===== src/rtl/ptw_pkg.sv =====
package ptw_pkg;
  localparam int unsigned VA_W        = 32;
  localparam int unsigned OFF_W       = 12;
  localparam int unsigned IDX_W       = 10;
  localparam int unsigned ENTRY_SHIFT = 2;
  localparam int unsigned LVLS        = 2;
  localparam int unsigned PTE_PRESENT = 0;
  localparam int unsigned PTE_LARGE   = 1;
  localparam int unsigned ATTR_LO     = 2;

  typedef enum logic [2:0] {
    ST_IDLE, ST_L1_REQ, ST_L1_WAIT, ST_L2_REQ, ST_L2_WAIT, ST_DONE, ST_FAULT
  } walk_state_e;
endpackage


===== src/rtl/ptw_addr_gen.sv =====
module ptw_addr_gen #(
  parameter int unsigned AW          = 32,
  parameter int unsigned IDX_W       = 10,
  parameter int unsigned ENTRY_SHIFT = 2
) (
  input  logic [AW-1:0]    base_i,
  input  logic [IDX_W-1:0] idx_i,
  output logic [AW-1:0]    addr_o
);
  logic [AW-1:0] offs;
  assign offs   = AW'(idx_i) << ENTRY_SHIFT;
  assign addr_o = base_i + offs;
endmodule


===== src/rtl/ptw_pte_decode.sv =====
module ptw_pte_decode #(
  parameter int unsigned PTE_W  = 32,
  parameter int unsigned OFF_W  = 12,
  parameter int unsigned PPN_W  = PTE_W - OFF_W,
  parameter int unsigned ATTR_W = OFF_W - ptw_pkg::ATTR_LO
) (
  input  logic [PTE_W-1:0]  pte_i,
  output logic              present_o,
  output logic              large_o,
  output logic [ATTR_W-1:0] attr_o,
  output logic [PPN_W-1:0]  frame_o
);
  assign present_o = pte_i[ptw_pkg::PTE_PRESENT];
  assign large_o   = pte_i[ptw_pkg::PTE_LARGE];
  assign attr_o    = pte_i[ptw_pkg::ATTR_LO +: ATTR_W];
  assign frame_o   = pte_i[PTE_W-1 -: PPN_W];
endmodule


===== src/rtl/ptw_fsm.sv =====
module ptw_fsm
  import ptw_pkg::*;
(
  input  logic clk_i,
  input  logic rst_ni,
  input  logic req_valid_i,
  input  logic mem_req_ready_i,
  input  logic mem_rsp_valid_i,
  input  logic pte_present_i,
  input  logic pte_large_i,
  output logic req_ready_o,
  output logic accept_o,
  output logic mem_req_valid_o,
  output logic lvl2_o,
  output logic next_table_o,
  output logic leaf_o,
  output logic done_o,
  output logic fault_o,
  output logic fault_level_o
);
  walk_state_e state_q, state_d;
  logic        flvl_q;
  logic        rsp_l1, rsp_l2;

  assign rsp_l1 = (state_q == ST_L1_WAIT) && mem_rsp_valid_i;
  assign rsp_l2 = (state_q == ST_L2_WAIT) && mem_rsp_valid_i;

  assign req_ready_o     = (state_q == ST_IDLE);
  assign accept_o        = req_ready_o && req_valid_i;
  assign mem_req_valid_o = (state_q == ST_L1_REQ) || (state_q == ST_L2_REQ);
  assign lvl2_o          = (state_q == ST_L2_REQ) || (state_q == ST_L2_WAIT);
  assign next_table_o    = rsp_l1 && pte_present_i && !pte_large_i;
  assign leaf_o          = (rsp_l1 && pte_present_i && pte_large_i) || (rsp_l2 && pte_present_i);
  assign done_o          = (state_q == ST_DONE);
  assign fault_o         = (state_q == ST_FAULT);
  assign fault_level_o   = flvl_q;

  always_comb begin
    state_d = state_q;
    unique case (state_q)
      ST_IDLE:    if (req_valid_i) state_d = ST_L1_REQ;
      ST_L1_REQ:  if (mem_req_ready_i) state_d = ST_L1_WAIT;
      ST_L1_WAIT: if (mem_rsp_valid_i)
                    state_d = !pte_present_i ? ST_FAULT : (pte_large_i ? ST_DONE : ST_L2_REQ);
      ST_L2_REQ:  if (mem_req_ready_i) state_d = ST_L2_WAIT;
      ST_L2_WAIT: if (mem_rsp_valid_i) state_d = pte_present_i ? ST_DONE : ST_FAULT;
      ST_DONE:    state_d = ST_IDLE;
      ST_FAULT:   state_d = ST_IDLE;
      default:    state_d = ST_IDLE;
    endcase
  end

  always_ff @(posedge clk_i or negedge rst_ni) begin
    if (!rst_ni) begin
      state_q <= ST_IDLE;
      flvl_q  <= 1'b0;
    end else begin
      state_q <= state_d;
      if ((rsp_l1 || rsp_l2) && !pte_present_i) flvl_q <= rsp_l2;
    end
  end

  assert_busy_after_accept_R8: assert property (@(posedge clk_i) disable iff (!rst_ni)
    (req_valid_i && req_ready_o) |=> !req_ready_o);
  assert_ready_after_end_R8: assert property (@(posedge clk_i) disable iff (!rst_ni)
    (done_o || fault_o) |=> req_ready_o);
  assert_end_exclusive_R10: assert property (@(posedge clk_i) disable iff (!rst_ni)
    !(done_o && fault_o));
  assert_done_pulse_R10: assert property (@(posedge clk_i) disable iff (!rst_ni)
    done_o |=> !done_o);
  assert_fault_pulse_R10: assert property (@(posedge clk_i) disable iff (!rst_ni)
    fault_o |=> !fault_o);
  assert_l1_fault_src_R3: assert property (@(posedge clk_i) disable iff (!rst_ni)
    (fault_o && !fault_level_o) |-> $past(state_q == ST_L1_WAIT));
  assert_l2_fault_src_R6: assert property (@(posedge clk_i) disable iff (!rst_ni)
    (fault_o && fault_level_o) |-> $past(state_q == ST_L2_WAIT));
endmodule


===== src/rtl/page_walker.sv =====
module page_walker
  import ptw_pkg::*;
#(
  parameter int unsigned VA_W        = ptw_pkg::VA_W,
  parameter int unsigned OFF_W       = ptw_pkg::OFF_W,
  parameter int unsigned IDX_W       = ptw_pkg::IDX_W,
  parameter int unsigned ENTRY_SHIFT = ptw_pkg::ENTRY_SHIFT,
  localparam int unsigned PPN_W      = VA_W - OFF_W,
  localparam int unsigned ATTR_W     = OFF_W - ptw_pkg::ATTR_LO
) (
  input  logic              clk_i,
  input  logic              rst_ni,
  input  logic              req_valid_i,
  output logic              req_ready_o,
  input  logic [VA_W-1:0]   req_va_i,
  input  logic [VA_W-1:0]   root_base_i,
  output logic              mem_req_valid_o,
  input  logic              mem_req_ready_i,
  output logic [VA_W-1:0]   mem_req_addr_o,
  input  logic              mem_rsp_valid_i,
  input  logic [VA_W-1:0]   mem_rsp_data_i,
  output logic              done_o,
  output logic              fault_o,
  output logic              fault_level_o,
  output logic [PPN_W-1:0]  res_ppn_o,
  output logic [ATTR_W-1:0] res_attr_o,
  output logic              res_large_o,
  output logic [VA_W-1:0]   res_pa_o
);
  logic [VA_W-1:0]   va_q, root_q;
  logic [PPN_W-1:0]  tbl_frame_q;
  logic [PPN_W-1:0]  ppn_q;
  logic [ATTR_W-1:0] attr_q;
  logic              large_q;

  logic              accept, lvl2, next_table, leaf;
  logic              pte_present, pte_large;
  logic [ATTR_W-1:0] pte_attr;
  logic [PPN_W-1:0]  pte_frame;

  logic [VA_W-1:0]   lvl_base [LVLS];
  logic [VA_W-1:0]   lvl_addr [LVLS];

  assign lvl_base[0] = root_q;
  assign lvl_base[1] = {tbl_frame_q, {OFF_W{1'b0}}};

  for (genvar g = 0; g < LVLS; g++) begin : g_lvl
    ptw_addr_gen #(
      .AW(VA_W), .IDX_W(IDX_W), .ENTRY_SHIFT(ENTRY_SHIFT)
    ) u_addr (
      .base_i (lvl_base[g]),
      .idx_i  (va_q[VA_W-1-g*IDX_W -: IDX_W]),
      .addr_o (lvl_addr[g])
    );
  end

  assign mem_req_addr_o = lvl2 ? lvl_addr[1] : lvl_addr[0];

  ptw_pte_decode #(.PTE_W(VA_W), .OFF_W(OFF_W)) u_dec (
    .pte_i     (mem_rsp_data_i),
    .present_o (pte_present),
    .large_o   (pte_large),
    .attr_o    (pte_attr),
    .frame_o   (pte_frame)
  );

  ptw_fsm u_fsm (
    .clk_i           (clk_i),
    .rst_ni          (rst_ni),
    .req_valid_i     (req_valid_i),
    .mem_req_ready_i (mem_req_ready_i),
    .mem_rsp_valid_i (mem_rsp_valid_i),
    .pte_present_i   (pte_present),
    .pte_large_i     (pte_large),
    .req_ready_o     (req_ready_o),
    .accept_o        (accept),
    .mem_req_valid_o (mem_req_valid_o),
    .lvl2_o          (lvl2),
    .next_table_o    (next_table),
    .leaf_o          (leaf),
    .done_o          (done_o),
    .fault_o         (fault_o),
    .fault_level_o   (fault_level_o)
  );

  // large page keeps the second-level index bits from the virtual address
  logic [PPN_W-1:0] leaf_ppn;
  assign leaf_ppn = lvl2 ? pte_frame
                         : {pte_frame[PPN_W-1:IDX_W], va_q[OFF_W+IDX_W-1:OFF_W]};

  always_ff @(posedge clk_i or negedge rst_ni) begin
    if (!rst_ni) begin
      va_q        <= '0;
      root_q      <= '0;
      tbl_frame_q <= '0;
      ppn_q       <= '0;
      attr_q      <= '0;
      large_q     <= 1'b0;
    end else begin
      if (accept) begin
        va_q   <= req_va_i;
        root_q <= root_base_i;
      end
      if (next_table) tbl_frame_q <= pte_frame;
      if (leaf) begin
        ppn_q   <= leaf_ppn;
        attr_q  <= pte_attr;
        large_q <= !lvl2;
      end
    end
  end

  assign res_ppn_o   = ppn_q;
  assign res_attr_o  = attr_q;
  assign res_large_o = large_q;
  assign res_pa_o    = {ppn_q, va_q[OFF_W-1:0]};

  assert_req_hold_R9: assert property (@(posedge clk_i) disable iff (!rst_ni)
    (mem_req_valid_o && !mem_req_ready_i) |=> (mem_req_valid_o && $stable(mem_req_addr_o)));
  assert_large_from_l1_R4: assert property (@(posedge clk_i) disable iff (!rst_ni)
    (done_o && res_large_o) |-> $past(!lvl2));
  assert_result_hold_R10: assert property (@(posedge clk_i) disable iff (!rst_ni)
    (req_ready_o && !req_valid_i) |=> $stable(res_ppn_o) && $stable(res_attr_o));
endmodule


===== config.mk =====
export PLATFORM = sky130hd
export DESIGN_NAME = page_walker
export DESIGN_NICKNAME = d
export VERILOG_FILES = /design/src/rtl/ptw_pkg.sv /design/src/rtl/ptw_addr_gen.sv /design/src/rtl/ptw_pte_decode.sv /design/src/rtl/ptw_fsm.sv /design/src/rtl/page_walker.sv
export SDC_FILE = /design/constraint.sdc
export NUM_CORES = 1
export LEC_CHECK = 0
export BUFFER_PORTS_ARGS = -buffer_cell sky130_fd_sc_hd__clkbuf_2
export CAP_MARGIN = 20
export CORE_MARGIN = 3
export CORE_UTILIZATION = 45
export CTS_CLUSTER_DIAMETER = 80
export DETAILED_ROUTE_END_ITERATION = 6
export GPL_TIMING_DRIVEN = 0
export PLACE_DENSITY = 0.72
export RECOVER_POWER = 100
export SETUP_SLACK_MARGIN = 0.05
export SYNTH_ARGS = -nofsm -noshare
export SYNTH_HDL_FRONTEND = slang
export SYNTH_HIERARCHICAL = 1
export SYNTH_SLANG_ARGS = --single-unit

===== constraint.sdc =====
create_clock -name clk_i -period 2.27 [get_ports clk_i]
set_input_delay 0.227 -clock clk_i [delete_from_list [all_inputs] [get_ports clk_i]]
set_output_delay 0.227 -clock clk_i [all_outputs]
set_load 0.1 [all_outputs]

# Word-level counts from Yosys, hierarchy flattened
# Index checks and enable logic that the tools add are counted.
# Widths: inputs -> output; s select.
# totals
out_inout_bits	100
inputBits	101
word_cells	49
ff_bits	119
# op_classes
n_addsub	2
n_eq_ne	11
n_mux	11
n_reduce_logical	17
# op_table
cell	n
$add 32x12->32	2
$mux 32	1
$mux 3	7
$pmux 3 s5	1
$mux 10	1
$ne 2x2->1 const B	5
$eq 3x3->1 const B	3
$logic_and 1x1->1	8
$eq 3x2->1 const B	2
$reduce_and 5->1	1
$logic_or 1x1->1	4
$eq 3x1->1 const B	1
$logic_not 1->1	3
$logic_not 3->1	1
$mux 2	1

# Logic depth before layout (Yosys ltp)
# Gate-level depths: netlist of the first run.
# depth
ltp_word	5
ltp_mapped	11
ltp_nobuf	10

# Modules after synthesis
# Netlist of the first run, hierarchy kept.
# modules_own_cells
mod	cells_per_inst	area_each_um2	instances	seq_area_each_um2
page_walker	335	5340.1	1	2877.8
ptw_addr_gen	121	879.6	2	0.0
ptw_fsm	44	352.8	1	100.1
ptw_pte_decode	32	240.2	1	0.0

# Worst setup path after synthesis of the first run
# OpenSTA, ideal clock, no wires.
# synth_path
path_type	reg2out
from	register u_fsm.state_q[0]
to	output done_o
path_slack_ns	-0.654
path_buffers	1
t_arrival_ns	2.697
stages_incl_launch_ff	4
path_cell_list	dfrtp_1 buf_6 clkinv_1 nor3_1
# synth_via
elab_chain_cells	1
# synth_rtl
item	line	source
start, declared	ptw_fsm.sv:21	walk_state_e state_q, state_d;
start signal, assigned	ptw_fsm.sv:58	state_q <= state_d;
$eq 3x3->1	ptw_fsm.sv:34	assign done_o = (state_q == ST_DONE);
end, declared	page_walker.sv:22	output logic done_o,
# Every way passes these cells.

==> results of run 1 <==
==> sequential cells by signal (all words and copies together) (netlist names) <==
signal	cells
res_attr_o	10
res_large_o	1
res_ppn_o	20
root_q	32
tbl_frame_q	20
u_fsm/fault_level_o	1
u_fsm/state_q	3
va_q	32
==> Yosys cell counts, types with 4 or more instances <==
cell type / instances / area (um^2)
sky130_fd_sc_hd__dfrtp_1: 119 / 2980
sky130_fd_sc_hd__mux2_2: 72 / 811
sky130_fd_sc_hd__buf_4: 68 / 510
sky130_fd_sc_hd__mux2_4: 64 / 961
sky130_fd_sc_hd__xnor2_1: 32 / 280
sky130_fd_sc_hd__nor2_1: 29 / 109
sky130_fd_sc_hd__a21oi_1: 27 / 135
sky130_fd_sc_hd__nand2_1: 24 / 90.1
sky130_fd_sc_hd__xor2_1: 22 / 193
sky130_fd_sc_hd__ha_1: 20 / 250
sky130_fd_sc_hd__inv_1: 14 / 52.6
sky130_fd_sc_hd__nand4_1: 14 / 87.6
sky130_fd_sc_hd__mux2i_1: 13 / 130
sky130_fd_sc_hd__nor3_1: 12 / 60.1
sky130_fd_sc_hd__buf_6: 11 / 124
sky130_fd_sc_hd__nand3_1: 11 / 55.1
sky130_fd_sc_hd__a21o_1: 8 / 60.1
sky130_fd_sc_hd__buf_2: 8 / 40.0
sky130_fd_sc_hd__o21ai_0: 8 / 40.0
sky130_fd_sc_hd__and4_1: 6 / 52.6
sky130_fd_sc_hd__buf_12: 6 / 120
sky130_fd_sc_hd__clkbuf_1: 6 / 22.5
sky130_fd_sc_hd__nand2b_1: 4 / 25.0
==> logic make-up (layout without fill, tap and decap cells) <==
| family | after synthesis | in the layout | share of synthesized area [%] |
|---|---|---|---|
| compound gates | 69 | 69 | 6.12 |
| simple gates | 124 | 124 | 8.93 |
| mux | 149 | 149 | 24.7 |
| buf+inv | 115 | 354 | 11.5 |
| xor+xnor | 54 | 54 | 6.15 |
| other cells | 1 | 13 | 0.0487 |
| fa+ha+maj | 22 | 22 | 3.77 |
| flops | 119 | 119 | 38.7 |
==> routing by layer <==
metal,vias up,GRT usage (%),share of wire (%)
met5,-,0,0
met1,2784,24.7,41
met4,0,6.49,1.6
met2,184,35.7,51
li1,2708,-,-
met3,23,5.51,6.5
==> per-stage QoR <==
step	hold WS, ps	setup TNS (ps)
2_1_floorplan	-68.6	-2670
3_3_place_gp	457	-113000
3_5_place_dp	230	-13860
4_1_cts	19.6	-19960
5_1_grt	23.3	-29590
6_report	18.2	-23500
==> layout make-up <==
cell class | instances | area, um^2 | area share (%)
tap | 220 | 275 | 2.61
multi-input combinational | 431 | 4100 | 38.9
inverter | 15 | 68.8 | 0.653
clock inverter | 10 | 144 | 1.37
sequential | 119 | 2980 | 28.3
timing repair buffer | 210 | 1770 | 16.8
clock buffer | 22 | 464 | 4.40
buffer | 97 | 736 | 6.98
==> placed cells by master, fill, tap and decap left out, drive strengths merged, types with 3 or more instances in the layout <==
cell type,Yosys,routed
nor3,12,12
clkinvlp,0,3
o21ai,10,10
nand3,13,13
xnor2,32,32
nand4b,3,3
conb,1,13
nand4,14,14
dfrtp,119,119
nor3b,3,3
a21oi,29,29
ha,20,20
and4,8,8
and3,3,3
nor2b,3,3
xor2,22,22
buf,94,125
bufinv,0,3
clkbuf,6,203
clkinv,1,3
mux2,136,136
nand2,24,24
mux2i,13,13
inv,14,16
a31oi,3,3
nor2,29,29
a21o,8,8
nand2b,4,4
==> how the worst max path moves through the flow <==
stage	cells past startpoint	end	slack, ps	startpoint
after floorplan	11	mem_req_addr_o[18]	-210	root_q[2]$_DFFE_PN0P_
after global placement	1	va_q[22]$_DFFE_PN0P_	-850	rst_ni
after detailed placement	12	mem_req_addr_o[22]	-770	root_q[2]$_DFFE_PN0P_
after CTS	12	mem_req_addr_o[22]	-970	root_q[2]$_DFFE_PN0P_
after global routing	12	mem_req_addr_o[12]	-1130	root_q[2]$_DFFE_PN0P_
final	12	mem_req_addr_o[12]	-1020	root_q[2]$_DFFE_PN0P_
==> what timing repair did <==
| item | in CTS | in global routing |
|---|---|---|
| hold endpoints to repair | 57 | 0 |
| gates cloned | 1 | 0 |
| pin swaps | 10 | 8 |
| endpoints found under the setup margin | 32 | 32 |
| hold buffers | 1 | 0 |
| setup buffers | 25 | 16 |
| gates resized for setup | 134 | 27 |
==> run summary, run 1 <==
========================================================================================================
Nature of the critical path endpoint                                                         output port
Proportion of synthesized flip-flops having asynchronous set or reset                               100%
Synth Flop Type                                                                             sky130_fd_sc_hd__dfrtp_1
Routed length per instance                                                                       17.5 um
Pin count of the biggest net entering global routing                                                  63
Element type at the critical path start                                                        flip-flop
Global router's overall resource usage                                                             20.5%
Area of the die                                                                              0.0187 mm^2
Via count of the first global-routing pass                                                          5726
Utilization after layout                                                                           63.3%
Endpoint of the worst hold-timing path                                                      va_q[27]$_DFFE_PN0P_
Instance area at placement                                                                  0.00902 mm^2
Crit path buffers/inverters                                                                            4
Number of cell rows                                                                                   47
Required time worst endpoint                                                                     2040 ps
Outcome                                                                                     finished, violations left
Total of warnings raised by yosys                                                                      6
Setup repair after global routing missed its margin                                                  yes
Cell type of the slowest stage on the worst timing path                                     sky130_fd_sc_hd__dfrtp_1
Cell count after placement                                                                          1054
Root buffer selected by CTS                                                                 sky130_fd_sc_hd__clkbuf_16
Final Hold Vio Count                                                                                   0
Post-CTS clock slew at the launch and capture registers of the worst setup and hold paths          60 ps
Remaining design rule violation count                                                                  0
DRT antenna net count                                                                                  0
#FFs+latches synth                                                                                   119
Library cells used by synthesis                                                                       53
Clk_skew                                                                                         9.07 ps
Via count                                                                                           5699
Fill count                                                                                          1335
Initial cell density of the core                                                                   46.2%
R2R depth                                                                                              8
Die boundary height                                                                               137 um
R2R Path End                                                                                res_ppn_o[2]$_DFFE_PN0P_
Mapped cell area                                                                            0.00769 mm^2
Setup slack of the critical path after layout                                                   -1020 ps
Data arrival time at the worst-slack endpoint                                                    3070 ps
I/O pin count                                                                                        201
Violation count after the first detailed-routing iteration                                           280
Worst hold-check path type                                                                  input pin to flip-flop
Global-route wire length before repair                                                          29800 um
Number of max-slew violations in the final report                                                      0
Weighted congestion reported at the end of routability-driven placement                            0.861
Violations in the final reports                                                             setup timing
Signed area change from the synthesized netlist to the final layout                                37.0%
Kind of cell with the highest combined delay on the critical path                           compound AO/OA/AOI/OAI gates
CTS tree                                                                                            done
Horiz. Die Dim                                                                                    137 um
Share of post-route cells with drive strength above 1                                              48.3%
Reg-to-Reg Start                                                                            u_fsm/state_q[0]$_DFFE_PN0P_
FF-to-FF setup slack                                                                             -150 ps
Final critical-path required period                                                              3290 ps
Gate Count Post-Synth                                                                                653
Global route overflow                                                                                  0
Largest stage delay on the critical path                                                          390 ps
Finish-stage setup viols                                                                              47
Worst rel slew slack                                                                               3.31%
Number of I/O port buffers                                                                           168
Drt first pass iters                                                                                   5
Maximum clock path buffer count                                                                        2
Post-detailed-routing wire length                                                               19700 um
Post-route cell area                                                                         0.0105 mm^2
Worst-margin pin slew                                                                            1450 ps
Post-layout net count                                                                               1014
Final worst-path cycle share                                                                        145%
Placeable core region                                                                        0.0166 mm^2
Max Clock Freq                                                                                   304 MHz
Count of antenna diodes in the layout                                                                  0
Number of synthesized flops with an enable pin                                                         0
Half-perimeter wire length after detailed placement                                             13300 um
Portion of the post-synthesis area used by sequential elements                                     38.7%
Max Cap Viol                                                                                           0
Count of non-filler cells in the finished layout                                                    1124
Sink Count                                                                                           119
Via count normalized by instance count                                                              5.07
Initial antenna violation count                                                                        0
Clock H-tree levels                                                                                    4
Source of the worst hold timing path                                                        req_va_i[27]
Post-Synthesis Mean Instance Area                                                              11.8 um^2
Cell-by-cell trace of the critical path                                                     ha_2 > inv_2 > fa_2 > and2b_2 > o2111ai_4 > a21oi_2 > o41a_1 > buf_6 > buf_4 > xor2_1 > mux2_4 > clkbuf_16
Number of cells on the worst hold path                                                                 2
Top fanout value on the critical path                                                                 10
Post-placement setup slack                                                                       -772 ps
Total CTS buffers                                                                                     17
Critical setup path kind                                                                    flip-flop to output port
Later-pin clock latency in the skew report                                                        410 ps
========================================================================================================
Power of run 1 is not shown: default switching activity piles up to over one toggle a cycle in this logic, so the estimate is an artifact.
==> inputs of run 2 (changes only) <==
- GPL_TIMING_DRIVEN: 0 -> 1
==> run 2 against run 1 <==
- the flow still finishes with violations (setup timing)
- maximum frequency is 0.30% higher
- first-iteration DRC count shrank 22%
- clock-buffer cell count is 2 lower
- cell area shrank 6.6%
- largest cell class unchanged
- clock skew about the same
- sequential share of layout area is 2.0 points higher
- global-route usage is 1.1 points lower
- utilization fell by 4.2 points
- wire length is 7.1% lower
==> run summary, run 2 (synthesis gave the netlist of run 1 again) <==
========================================================================================================
Final Hold Vio Count                                                                                   0
Post-Route M1 WL                                                                                 7900 um
Critical path capture point                                                                 mem_req_addr_o[18]
Setup slack of the critical path after layout                                                   -1010 ps
Later-pin clock latency in the skew report                                                        420 ps
Global router's overall resource usage                                                             19.4%
Drt first pass iters                                                                                   4
Sink Count                                                                                           119
Most common library cell in the layout ignoring fill and taps                               sky130_fd_sc_hd__dfrtp_1
R2R depth                                                                                              8
Global route overflow                                                                                  0
Routed length on met3                                                                            1130 um
Pin count of the biggest net entering global routing                                                  54
Max Cap Viol                                                                                           0
Max Clock Freq                                                                                   305 MHz
Critical Path Start                                                                         va_q[22]$_DFFE_PN0P_
I/O pin count                                                                                        201
CTS tree                                                                                            done
Root buffer selected by CTS                                                                 sky130_fd_sc_hd__clkbuf_16
Worst hold-check path type                                                                  input pin to flip-flop
Nature of the critical path endpoint                                                         output port
Violations in the final reports                                                             setup timing
Number of max-slew violations in the final report                                                      0
Fill count                                                                                          1459
Via count of the first global-routing pass                                                          5479
Die boundary height                                                                               137 um
Final worst-path cycle share                                                                        145%
Total CTS buffers                                                                                     17
Final critical-path required period                                                              3280 ps
Reg-to-Reg Start                                                                            u_fsm/state_q[1]$_DFFE_PN0P_
Worst-margin pin slew                                                                            1200 ps
Element type at the critical path start                                                        flip-flop
Count of antenna diodes in the layout                                                                  0
Data arrival time at the worst-slack endpoint                                                    3060 ps
Routed length on met2                                                                            8970 um
Worst rel slew slack                                                                               20.0%
Setup repair after global routing missed its margin                                                  yes
Post-detailed-routing wire length                                                               18300 um
Clk_skew                                                                                         8.77 ps
DRT antenna net count                                                                                  0
Top fanout value on the critical path                                                                 10
Remaining design rule violation count                                                                  0
Finish-stage setup viols                                                                              32
Violation count after the first detailed-routing iteration                                           219
Share of post-route cells with drive strength above 1                                              40.9%
Via count                                                                                           5501
Required time worst endpoint                                                                     2040 ps
Post-CTS clock slew at the launch and capture registers of the worst setup and hold paths          60 ps
FF-to-FF setup slack                                                                               90 ps
Critical setup path kind                                                                    flip-flop to output port
Top library cells by usage in the layout, fill and taps aside                               sky130_fd_sc_hd__dfrtp_1, sky130_fd_sc_hd__clkbuf_2, sky130_fd_sc_hd__clkbuf_1, sky130_fd_sc_hd__mux2_1, sky130_fd_sc_hd__buf_4
Initial cell density of the core                                                                   46.2%
Signed area change from the synthesized netlist to the final layout                                28.0%
Weighted congestion reported at the end of routability-driven placement                            0.832
Outcome                                                                                     finished, violations left
R2R Path End                                                                                res_ppn_o[1]$_DFFE_PN0P_
Initial antenna violation count                                                                        0
Maximum clock path buffer count                                                                        2
Top Registers                                                                               root_q (32), va_q (32)
Routed length per instance                                                                       16.7 um
Via count normalized by instance count                                                              5.04
Post-layout net count                                                                                982
Number of I/O port buffers                                                                           200
DR top layer                                                                                        met4
Horiz. Die Dim                                                                                    137 um
Number of cell rows                                                                                   47
Post-placement setup slack                                                                       -549 ps
Global-route wire length before repair                                                          28200 um
Area of the die                                                                              0.0187 mm^2
Clock H-tree levels                                                                                    4
Placeable core region                                                                        0.0166 mm^2
Half-perimeter wire length after detailed placement                                             13300 um
========================================================================================================
run 2: critical path, stage by stage (launching register included):
cell	delay [ps]
sky130_fd_sc_hd__dfrtp_1	360
sky130_fd_sc_hd__ha_2	200
sky130_fd_sc_hd__inv_2	40
sky130_fd_sc_hd__fa_2	340
sky130_fd_sc_hd__and2b_1	240
sky130_fd_sc_hd__o2111ai_2	150
sky130_fd_sc_hd__a21oi_2	180
sky130_fd_sc_hd__o41a_1	210
sky130_fd_sc_hd__buf_12	160
sky130_fd_sc_hd__nand4_1	130
sky130_fd_sc_hd__xnor2_1	170
sky130_fd_sc_hd__mux2_4	290
sky130_fd_sc_hd__buf_12	170
run 2: area by class of cell:
type	instances	area (um^2)	area share, %
timing repair buffer	275	2020	20.5
clock inverter	12	140	1.42
clock buffer	20	467	4.74
sequential	119	2980	30.2
multi-input combinational	431	3910	39.7
tap	220	275	2.80
inverter	15	56.3	0.572
run 2: stage by stage:
step	util (%)	cell area, um^2	hold slack, ps	setup TNS (ps)	instances
global route	59.2	9850	8.61	-23270	1092
finish	59.2	9850	21.5	-19430	1092
floorplan	-	7860	-68.6	-2670	665
detailed placement	56.3	9360	237	-7380	1046
global placement	56.3	9360	234	-6330	1046
CTS	61.2	10200	12.3	-18950	1088
run 2: routing by layer:
layer	up-vias	GRT usage (%)
met5	-	0
met4	0	6.16
met3	23	4.63
met2	169	32.7
met1	2675	24.5
li1	2634	-
run 2: repair_timing:
| item | 4_1_cts | 5_1_grt |
|---|---|---|
| gates cloned | 0 | 1 |
| endpoints found under the setup margin | 32 | 31 |
| hold buffers | 1 | 0 |
| pin swaps | 13 | 9 |
| endpoints found under the hold margin | 38 | 0 |
| resized for setup | 29 | 10 |
| buffers inserted | 9 | 6 |
run 2: worst min path at each step:
stage	cells past startpoint	slack, ps	end	startpoint
2_1_floorplan	0	-70	res_attr_o[0]$_DFFE_PN0P_	rst_ni
3_3_place_gp	1	230	res_ppn_o[18]$_DFFE_PN0P_	rst_ni
3_5_place_dp	1	240	res_ppn_o[18]$_DFFE_PN0P_	rst_ni
4_1_cts	2	10	va_q[27]$_DFFE_PN0P_	req_va_i[27]
5_1_grt	2	9	va_q[18]$_DFFE_PN0P_	req_va_i[18]
6_report	2	20	va_q[26]$_DFFE_PN0P_	req_va_i[26]
Power of run 2 is left out for the same reason.
==> inputs of run 3 (changes only) <==
- REMOVE_ABC_BUFFERS: not set -> 1
- clock period: 2.27 -> 2.75 ns (I/O delays scaled with it)
==> run 3 against run 2 <==
- critical endpoint is now mem_req_addr_o[30]
- the run still ends with setup timing left
- critical path depth grew 1
- largest cell class unchanged
- cell count is 3.8% lower
- register-to-register slack better by 190 ps
- utilization shrank 0.83 points
- via count shrank 1.5%
==> run summary, run 3 (synthesis gave the netlist of run 1 again) <==
========================================================================================================
Weighted congestion reported at the end of routability-driven placement                            0.804
Top library cells by usage in the layout, fill and taps aside                               sky130_fd_sc_hd__dfrtp_1, sky130_fd_sc_hd__clkbuf_2, sky130_fd_sc_hd__mux2_4, sky130_fd_sc_hd__clkbuf_1, sky130_fd_sc_hd__mux2_2
Via count normalized by instance count                                                              5.15
Post-Route Setup TNS                                                                            -9760 ps
Required time worst endpoint                                                                     2480 ps
DRT antenna net count                                                                                  0
Later-pin clock latency in the skew report                                                        410 ps
Global route overflow                                                                                  0
CTS tree                                                                                            done
Critical setup path kind                                                                    flip-flop to output port
Finish-stage setup viols                                                                              24
Post-CTS clock slew at the launch and capture registers of the worst setup and hold paths          60 ps
Post-detailed-routing wire length                                                               18200 um
Cell-by-cell trace of the critical path                                                     ha_2 > inv_2 > fa_2 > and2b_1 > o2111ai_2 > a21oi_2 > o41a_1 > buf_6 > buf_12 > nand4_1 > xnor2_1 > mux2_4 > buf_12
Final worst-path cycle share                                                                        119%
Violations in the final reports                                                             setup timing
Routed length on met3                                                                            1100 um
Final critical-path required period                                                              3280 ps
Element type at the critical path start                                                        flip-flop
Sink Count                                                                                           119
Die boundary height                                                                               137 um
Area of the die                                                                              0.0187 mm^2
Share of post-route cells with drive strength above 1                                              44.8%
Number of cell rows                                                                                   47
Fill count                                                                                          1392
Clk_skew                                                                                         7.77 ps
Maximum clock path buffer count                                                                        2
Root buffer selected by CTS                                                                 sky130_fd_sc_hd__clkbuf_16
Via count of the first global-routing pass                                                          5417
Count of non-filler cells in the finished layout                                                    1051
Register area                                                                               0.00298 mm^2
Most common library cell in the layout ignoring fill and taps                               sky130_fd_sc_hd__dfrtp_1
Initial antenna violation count                                                                        0
Setup slack of the critical path after layout                                                    -531 ps
Count of antenna diodes in the layout                                                                  0
Half-perimeter wire length after detailed placement                                             12800 um
Max Cap Viol                                                                                           0
Worst rel slew slack                                                                               7.34%
Outcome                                                                                     finished, violations left
Global router's overall resource usage                                                             19.6%
Largest stage delay on the critical path                                                          360 ps
Worst hold-check path type                                                                  input pin to flip-flop
Cell type of the slowest stage on the worst timing path                                     sky130_fd_sc_hd__dfrtp_1
Top fanout value on the critical path                                                                  5
Signed area change from the synthesized netlist to the final layout                                26.2%
Pin count of the biggest net entering global routing                                                  56
Nature of the critical path endpoint                                                         output port
Via count                                                                                           5416
Total CTS buffers                                                                                     17
Multi-input combinational cell area                                                         0.00413 mm^2
Horiz. Die Dim                                                                                    137 um
Number of max-slew violations in the final report                                                      0
CP most frequent cell                                                                       sky130_fd_sc_hd__buf_12
Data arrival time at the worst-slack endpoint                                                    3010 ps
Post-Route M1 WL                                                                                 8050 um
Routed length on met2                                                                            8780 um
Post-route cell area                                                                        0.00971 mm^2
Global-route wire length before repair                                                          28500 um
Number of I/O port buffers                                                                           200
Placeable core region                                                                        0.0166 mm^2
Violation count after the first detailed-routing iteration                                           265
Worst-case hold slack                                                                            87.2 ps
Clock H-tree levels                                                                                    4
Crit path buffers/inverters                                                                            4
Kind of cell with the highest combined delay on the critical path                            adder cells
Cell count after placement                                                                          1004
Setup repair after global routing missed its margin                                                  yes
Drt first pass iters                                                                                   4
Initial cell density of the core                                                                   46.2%
Instance area at placement                                                                  0.00876 mm^2
I/O pin count                                                                                        201
Routed length per instance                                                                       17.3 um
Top Registers                                                                               root_q (32), va_q (32)
Final Hold Vio Count                                                                                   0
DR top layer                                                                                        met4
Worst-margin pin slew                                                                            1390 ps
Remaining design rule violation count                                                                  0
Post-layout net count                                                                                943
Max Clock Freq                                                                                   305 MHz
========================================================================================================
==> run 3: changes by cell type in the layout (fill, tap and decap cells not counted), sizes merged <==
cell	before	now
clkbuf	198	195
buf	96	59
bufinv	2	3
clkinv	3	4
inv	19	16
==> run 3: repair_timing <==
action,4_1_cts,5_1_grt
setup endpoints to repair,25,30
buffers inserted,6,10
pin swaps,10,11
gates cloned,1,1
gates resized for setup,39,46
hold endpoints to repair,53,0
hold buffers,1,0
==> run 3: path summary, 6_finish.rpt <==
kind                       slack [ps]                          from  depth (start not counted)                     endpoint
max in group asynchronous         580                        rst_ni                          3        root_q[0]$_DFFE_PN0P_
setup reg to reg                  280  u_fsm/state_q[1]$_DFFE_PN0P_                          5         va_q[28]$_DFFE_PN0P_
hold / removal                     90                  req_va_i[29]                          2         va_q[29]$_DFFE_PN0P_
hold reg to reg                   500     res_attr_o[2]$_DFFE_PN0P_                          1    res_attr_o[2]$_DFFE_PN0P_
min in group asynchronous         720                        rst_ni                          2  tbl_frame_q[16]$_DFFE_PN0P_
setup / recovery                 -530          va_q[22]$_DFFE_PN0P_                         13           mem_req_addr_o[30]
==> run 3: area by class of cell <==
cell class | instances | share of cell area [%]
multi-input combinational | 431 | 42.5
clock inverter | 11 | 1.53
tap | 220 | 2.84
clock buffer | 19 | 4.67
timing repair buffer | 236 | 17.2
inverter | 15 | 0.580
sequential | 119 | 30.7
==> run 3: worst reg2reg max path, cell delays in order, from the launching register on <==
cell and delay [ps]:
sky130_fd_sc_hd__dfrtp_1 460, sky130_fd_sc_hd__clkbuf_1 260, sky130_fd_sc_hd__nand2b_1 220, sky130_fd_sc_hd__nor3_1 220, sky130_fd_sc_hd__clkbuf_4 730, sky130_fd_sc_hd__mux2_2 470
==> run 3: routing by layer <==
layer  up-vias  GRT usage (%)
met5         -              0
met4         0           5.49
met3        19           5.66
met2       167           31.1
met1      2672           26.2
li1       2558              -
==> run 3: per-stage QoR <==
step / util, % / setup slack [ps]
3_3_place_gp: 52.6 / -51.6
3_5_place_dp: 52.6 / -93.9
5_1_grt: 58.3 / -720
4_1_cts: 57.7 / -550
2_1_floorplan: - / -5660
6_report: 58.3 / -531
Power of run 3 is left out for the same reason.
